`src/rtl/sclk_hold_pkg.sv`:
```
package sclk_hold_pkg;

    typedef enum logic [1:0] {
        SEQ_IDLE  = 2'd0,
        SEQ_PULSE = 2'd1,
        SEQ_HOLD  = 2'd2
    } seq_state_e;

endpackage

```
`src/rtl/sclk_hold_sync.sv`:
```
// Brings the asynchronous serial clock into the system domain and
// flags its falling edge.
module sclk_hold_sync #(
    parameter int STAGES = 2
) (
    input  logic clk,
    input  logic rst_n,
    input  logic sclk_i,
    output logic sclk_lvl_o,
    output logic sclk_fall_o
);

    typedef struct packed {
        logic [STAGES-1:0] chain;
        logic              prev;
    } sync_t;

    sync_t s_d, s_q;

    always_comb begin
        s_d       = s_q;
        s_d.chain = {s_q.chain[STAGES-2:0], sclk_i};
        s_d.prev  = s_q.chain[STAGES-1];
    end

    always_ff @(posedge clk or negedge rst_n) begin
        if (!rst_n) begin
            s_q <= '0;
        end else begin
            s_q <= s_d;
        end
    end

    assign sclk_lvl_o  = s_q.chain[STAGES-1];
    assign sclk_fall_o = s_q.prev & ~s_q.chain[STAGES-1];

endmodule

```
`src/rtl/sclk_hold_counter.sv`:
```
// Counts consecutive period boundaries with the serial clock HIGH and
// saturates at the power-down threshold.
module sclk_hold_counter #(
    parameter int SYNC_PERIODS = 4,
    parameter int PDN_PERIODS  = 20,
    localparam int CW          = $clog2(PDN_PERIODS + 1)
) (
    input  logic          clk,
    input  logic          rst_n,
    input  logic          tick_i,
    input  logic          lvl_i,
    input  logic          clr_i,
    output logic [CW-1:0] cnt_o,
    output logic          sync_hit_o,
    output logic          pdn_hit_o
);

    typedef struct packed {
        logic [CW-1:0] cnt;
    } cnt_t;

    cnt_t c_d, c_q;

    always_comb begin
        c_d = c_q;
        if (clr_i) begin
            c_d.cnt = '0;
        end else if (tick_i) begin
            if (!lvl_i) begin
                c_d.cnt = '0;
            end else if (c_q.cnt < CW'(PDN_PERIODS)) begin
                c_d.cnt = c_q.cnt + 1'b1;
            end
        end
    end

    always_ff @(posedge clk or negedge rst_n) begin
        if (!rst_n) begin
            c_q <= '0;
        end else begin
            c_q <= c_d;
        end
    end

    assign cnt_o      = c_q.cnt;
    assign sync_hit_o = (c_q.cnt >= CW'(SYNC_PERIODS));
    assign pdn_hit_o  = (c_q.cnt >= CW'(PDN_PERIODS));

endmodule

```
`src/rtl/sclk_hold_seq.sv`:
```
// Drives the pin override sequence, the modulator reset, power-down
// and the first-valid mark.
module sclk_hold_seq
    import sclk_hold_pkg::*;
#(
    parameter int LOW_CYCLES = 3,
    localparam int LW        = $clog2(LOW_CYCLES + 1)
) (
    input  logic clk,
    input  logic rst_n,
    input  logic sync_hit_i,
    input  logic pdn_hit_i,
    input  logic fall_i,
    input  logic tick_i,
    output logic mod_reset_o,
    output logic pwr_down_o,
    output logic ovr_en_o,
    output logic ovr_val_o,
    output logic first_valid_o
);

    typedef struct packed {
        seq_state_e    st;
        logic [LW-1:0] low_cnt;
        logic          mod_rst;
        logic          pdn;
        logic          en;
        logic          val;
        logic          armed;
        logic          fv;
    } seq_t;

    seq_t q_d, q_q;

    always_comb begin
        q_d    = q_q;
        q_d.fv = 1'b0;
        unique case (q_q.st)
            SEQ_IDLE: begin
                if (q_q.armed && tick_i) begin
                    q_d.fv    = 1'b1;
                    q_d.armed = 1'b0;
                end
                if (sync_hit_i && !fall_i) begin
                    q_d.st      = SEQ_PULSE;
                    q_d.low_cnt = '0;
                    q_d.mod_rst = 1'b1;
                    q_d.en      = 1'b1;
                    q_d.val     = 1'b0;
                    q_d.armed   = 1'b0;
                    q_d.fv      = 1'b0;
                end
            end
            SEQ_PULSE, SEQ_HOLD: begin
                if (fall_i) begin
                    q_d.st      = SEQ_IDLE;
                    q_d.mod_rst = 1'b0;
                    q_d.pdn     = 1'b0;
                    q_d.en      = 1'b0;
                    q_d.val     = 1'b0;
                    q_d.armed   = 1'b1;
                end else begin
                    if (pdn_hit_i) begin
                        q_d.pdn = 1'b1;
                    end
                    if (q_q.st == SEQ_PULSE) begin
                        if (q_q.low_cnt == LW'(LOW_CYCLES - 1)) begin
                            q_d.st  = SEQ_HOLD;
                            q_d.val = 1'b1;
                        end else begin
                            q_d.low_cnt = q_q.low_cnt + 1'b1;
                        end
                    end
                end
            end
            default: begin
                q_d.st = SEQ_IDLE;
            end
        endcase
    end

    always_ff @(posedge clk or negedge rst_n) begin
        if (!rst_n) begin
            q_q <= '{st: SEQ_IDLE, default: '0};
        end else begin
            q_q <= q_d;
        end
    end

    assign mod_reset_o   = q_q.mod_rst;
    assign pwr_down_o    = q_q.pdn;
    assign ovr_en_o      = q_q.en;
    assign ovr_val_o     = q_q.val;
    assign first_valid_o = q_q.fv;

endmodule

```
`src/rtl/sclk_hold_ctrl.sv`:
```
module sclk_hold_ctrl #(
    parameter int SYNC_STAGES  = 2,
    parameter int SYNC_PERIODS = 4,
    parameter int PDN_PERIODS  = 20,
    parameter int LOW_CYCLES   = 3,
    localparam int CW          = $clog2(PDN_PERIODS + 1)
) (
    input  logic clk,
    input  logic rst_n,
    input  logic sclk_i,
    input  logic period_tick_i,
    output logic mod_reset_o,
    output logic pwr_down_o,
    output logic pin_ovr_en_o,
    output logic pin_ovr_val_o,
    output logic first_valid_o
);

    logic          sclk_lvl;
    logic          sclk_fall;
    logic [CW-1:0] hold_cnt;
    logic          sync_hit;
    logic          pdn_hit;

    sclk_hold_sync #(
        .STAGES (SYNC_STAGES)
    ) u_sync (
        .clk         (clk),
        .rst_n       (rst_n),
        .sclk_i      (sclk_i),
        .sclk_lvl_o  (sclk_lvl),
        .sclk_fall_o (sclk_fall)
    );

    sclk_hold_counter #(
        .SYNC_PERIODS (SYNC_PERIODS),
        .PDN_PERIODS  (PDN_PERIODS)
    ) u_cnt (
        .clk        (clk),
        .rst_n      (rst_n),
        .tick_i     (period_tick_i),
        .lvl_i      (sclk_lvl),
        .clr_i      (sclk_fall),
        .cnt_o      (hold_cnt),
        .sync_hit_o (sync_hit),
        .pdn_hit_o  (pdn_hit)
    );

    sclk_hold_seq #(
        .LOW_CYCLES (LOW_CYCLES)
    ) u_seq (
        .clk           (clk),
        .rst_n         (rst_n),
        .sync_hit_i    (sync_hit),
        .pdn_hit_i     (pdn_hit),
        .fall_i        (sclk_fall),
        .tick_i        (period_tick_i),
        .mod_reset_o   (mod_reset_o),
        .pwr_down_o    (pwr_down_o),
        .ovr_en_o      (pin_ovr_en_o),
        .ovr_val_o     (pin_ovr_val_o),
        .first_valid_o (first_valid_o)
    );

endmodule

```
`config.mk`:
```
export PLATFORM = sky130hd
export DESIGN_NAME = sclk_hold_ctrl
export DESIGN_NICKNAME = d
export VERILOG_FILES = /design/src/rtl/sclk_hold_pkg.sv /design/src/rtl/sclk_hold_sync.sv /design/src/rtl/sclk_hold_counter.sv /design/src/rtl/sclk_hold_seq.sv /design/src/rtl/sclk_hold_ctrl.sv
export SDC_FILE = /design/constraint.sdc
export NUM_CORES = 1
export LEC_CHECK = 0
export BUFFER_PORTS_ARGS = -buffer_cell sky130_fd_sc_hd__buf_2
export CORE_MARGIN = 1
export CORE_UTILIZATION = 60
export CTS_BUF_LIST = sky130_fd_sc_hd__clkbuf_4
export CTS_CLUSTER_DIAMETER = 200
export DETAILED_ROUTE_END_ITERATION = 10
export GPL_TIMING_DRIVEN = 0
export PLACE_DENSITY = 0.84
export SETUP_SLACK_MARGIN = 0.4
export SKIP_CTS_REPAIR_TIMING = 1
export SLEW_MARGIN = 15
export SYNTH_ARGS = -nofsm -noshare
export SYNTH_HDL_FRONTEND = slang
export SYNTH_HIERARCHICAL = 1
export SYNTH_SLANG_ARGS = --single-unit
```
`constraint.sdc`:
```
create_clock -name clk -period 4.6 [get_ports clk]
set_input_delay 0.23 -clock clk [delete_from_list [all_inputs] [get_ports clk]]
set_output_delay 0.23 -clock clk [all_outputs]
set_load 0.005 [all_outputs]
```
==> results_dict.tcl <==
set metrics [dict create \
    status "complete, no violations" \
    cp.arrival_ns 2.12 \
    rsz0062_at_grt "no" \
    avgSynthCellArea_um2 10.4 \
    cts_buffer_depth 2 \
    diodes 0 \
    yosysSeqAreaShare_pct 46.1 \
    regToRegEndpoint "u_seq/q_q[7]$_DFFE_PN0P_" \
    ys_ff_latch 18 \
    clock_latency_ns 0.29 \
    start_util_pct 64.9 \
    final_area_um2 1070 \
    fin_crit_sh_pct 42.0 \
    power.static_leakage_nw 0.522 \
    cts_tree "yes" \
    r2r_slack_ns 2.67 \
    rows 14 \
    max_stage_delay_ns 0.42 \
    wire_per_inst_um 14.6 \
    crit_type "reg2reg" \
    clkSinkCount 18 \
    r2r_start "u_seq/q_q[8]$_DFFE_PN0P_" \
    top_layer_used "met4" \
    async_reset_ff_share_pct 100 \
    finClkSkew_ns 0.00244 \
    synth_cell_types 32 \
    ys.flop_type "dfrtp_1" \
    tightest_slew_ns 0.392 \
    crit_path_max_fanout 10 \
    nets 120 \
    cp_cell_sequence "inv_1 > ha_1 > buf_6 > nand2b_1 > a221oi_2 > mux2_1" \
    critical_path.top_delay_family "flip-flops" \
    gp_congestion 0.813 \
    hp-class "in2reg" \
    dieHeight_um 42.4 \
    antenna_found_initial 0 \
    drt_pass1_iterations 4 \
    drc 0 \
    layout-drive-gt1-share_pct 16.8 \
    ys_warn_count 6 \
    area.growth.synth_to_final_pct 9.86 \
    pwr_density_cell_nw_per_um2 546 \
    syn_area_um2 977 \
    required_ns 4.78 \
    worstHoldStart "sclk_i" \
    grt_pass1_wl_um 2970 \
    dr_wl_met2_um 883 \
    min_period_ns 1.93 \
    power.share.clock_pct 13.6 \
    final-seq-area_um2 450 \
    vdd_drop_max_uv 317 \
    max-cap-violations 0 \
    worstSetupEndpointType "register" \
    slew_headroom_pct 73.6 \
    clkTransAtPathRegs_ns 0.10 \
    multiInputGateArea_um2 478 \
    synth_nets 106 \
    syn_inst 94 \
    whs_path_depth 1 \
    synth-edff-count 0 \
    pwr-share-comb_pct 48.3 \
    ant_nets 0 \
    tns_ns 0 \
    grt.total_usage_pct 22.6 \
    vias_per_cell 6.15 \
    hpwl_um 1290 \
    die_area_um2 1790 \
    finalSetupViolCount 0 \
    slew_violations 0 \
    hold_end "u_sync/s_d[2]$_DFF_PN0_" \
    internal_power_uw 366 \
    start_kind "register" \
    ios 9 \
    port_buffers 8 \
    switching_share_pct 37.5 \
    hold_viol 0 \
    routed_wl_um 1800 \
    routed-wl-met3_um 62 \
    grt_start_max_net_pins 19 \
    cpMaxStageDelayCell "dfrtp_1" \
    dpl_cell_area_um2 1040 \
    r2r.worst_path.cells 6 \
    cts_buffers 3 \
    die_w_um 42.4 \
    cts_root_buf "clkbuf_4" \
    path_buf_inv 2 \
    drt-met1-wl_um 813 \
    coreArea_um2 1510 \
    grt_pass1_vias 718 \
    fmax_mhz 518 \
    drt_iter0_drc 25 \
    grt.overflow.total 0 \
    vias 756 \
    pwr-share-seq_pct 38.1 \
    final.fill_count 117 \
    netSwitchingPower_uw 220 \
    htree_levels 1 \
]
flip-flops by register name (all words and copies together) (netlist names):
register	cells
u_cnt/cnt_o	5
u_seq/q_q	5
u_seq/first_valid_o	1
u_seq/mod_reset_o	1
u_seq/ovr_en_o	1
u_seq/ovr_val_o	1
u_seq/pwr_down_o	1
u_sync/s_d	1
u_sync/s_q	1
u_sync/sclk_lvl_o	1
power groups by stage:
stage / Sequential, mW / Combinational [mW] / Clock [mW]
CTS: 0.222 / 0.283 / 0.0814
finish: 0.223 / 0.283 / 0.0796
detailed placement: 0.225 / 0.282 / 0
floorplan: 0.221 / 0.218 / 0
global placement: 0.222 / 0.263 / 0
global route: 0.225 / 0.309 / 0.0880
worst max-delay path by stage:
stage	startpoint	to	slack (ns)	cells past startpoint
after floorplan	u_seq/q_q[8]$_DFFE_PN0P_	u_seq/q_q[7]$_DFFE_PN0P_	2.84	6
after global placement	u_seq/q_q[8]$_DFFE_PN0P_	u_seq/q_q[7]$_DFFE_PN0P_	2.76	6
after detailed placement	u_seq/q_q[8]$_DFFE_PN0P_	u_seq/q_q[7]$_DFFE_PN0P_	2.68	6
after CTS	u_seq/q_q[8]$_DFFE_PN0P_	u_seq/q_q[7]$_DFFE_PN0P_	2.67	6
after global routing	u_seq/q_q[8]$_DFFE_PN0P_	u_seq/q_q[7]$_DFFE_PN0P_	2.61	6
final	u_seq/q_q[8]$_DFFE_PN0P_	u_seq/q_q[7]$_DFFE_PN0P_	2.67	6
placed cells by master (no fill, tap or decap):
cell / n
a21oi_1: 7
or3_1: 1
a31oi_1: 3
buf_2: 8
nand4_1: 2
mux2i_1: 1
clkbuf_4: 3
o21ai_1: 3
clkinv_1: 1
a41oi_1: 1
nor3_1: 3
dfrtp_1: 18
dlygate4sd3_1: 1
nor3b_1: 1
nand2b_1: 3
nand3_1: 1
a22oi_1: 2
mux2_2: 1
o21ai_0: 4
nand2_1: 8
nor2_1: 1
nand3b_1: 1
ha_1: 8
nor2b_1: 3
nand2b_4: 1
mux2_1: 2
or3_2: 1
o211a_1: 1
o21ba_2: 1
a221oi_1: 1
a2bb2oi_1: 1
inv_1: 10
buf_6: 1
nand4b_1: 1
a221oi_2: 1
nor2b_4: 1
area by class of cell:
class / count / share of cell area [%]
Multi-Input combinational cell: 65 / 44.5
Timing Repair Buffer: 9 / 4.66
Clock inverter: 1 / 0.350
Inverter: 10 / 3.50
Tap cell: 16 / 1.86
Sequential cell: 18 / 42.0
Buffer: 1 / 1.05
Clock buffer: 3 / 2.10
synth_stat cells (all sizes together), types with 2 or more instances:
cell | n | area share [%]
dfrtp | 18 | 46
a221oi | 2 | 2.4
nand2b | 4 | 3.3
inv | 10 | 3.8
or3 | 2 | 1.4
ha | 8 | 10
nand4 | 2 | 1.3
nor2b | 4 | 3.3
a22oi | 2 | 1.5
mux2 | 3 | 3.5
nor3 | 3 | 1.5
a21oi | 7 | 3.6
nand2 | 8 | 3.1
o21ai | 7 | 3.6
a31oi | 3 | 1.9
metal layers:
layer,track usage [%],vias to the layer above
met5,0,-
met4,15.0,0
met3,3.88,6
met2,35.7,24
met1,28.2,366
li1,-,360
logic make-up (layout without fill, tap and decap cells):
family          Yosys count  in the layout  share of synthesized area [%]
mux                       4              4                           4.48
compound gates           25             25                           16.9
fa+ha+maj                 8              8                           10.2
simple gates             28             28                           17.3
buf+inv                  11             24                           4.99
flops                    18             18                           46.1
per-stage QoR:
step	total power, mW	std cells	hold slack (ns)	setup WS (ns)	util, %
final	0.586	123	0.0322	2.67	71.3
after global routing	0.622	123	0.0247	2.61	71.3
after CTS	0.586	122	-0.145	2.67	70.6
after detailed placement	0.507	118	0.176	2.68	68.9
after global placement	0.484	118	0.168	2.76	68.9
after floorplan	0.439	94	-0.0656	2.84	-
Power figures use the tool's default switching activity.
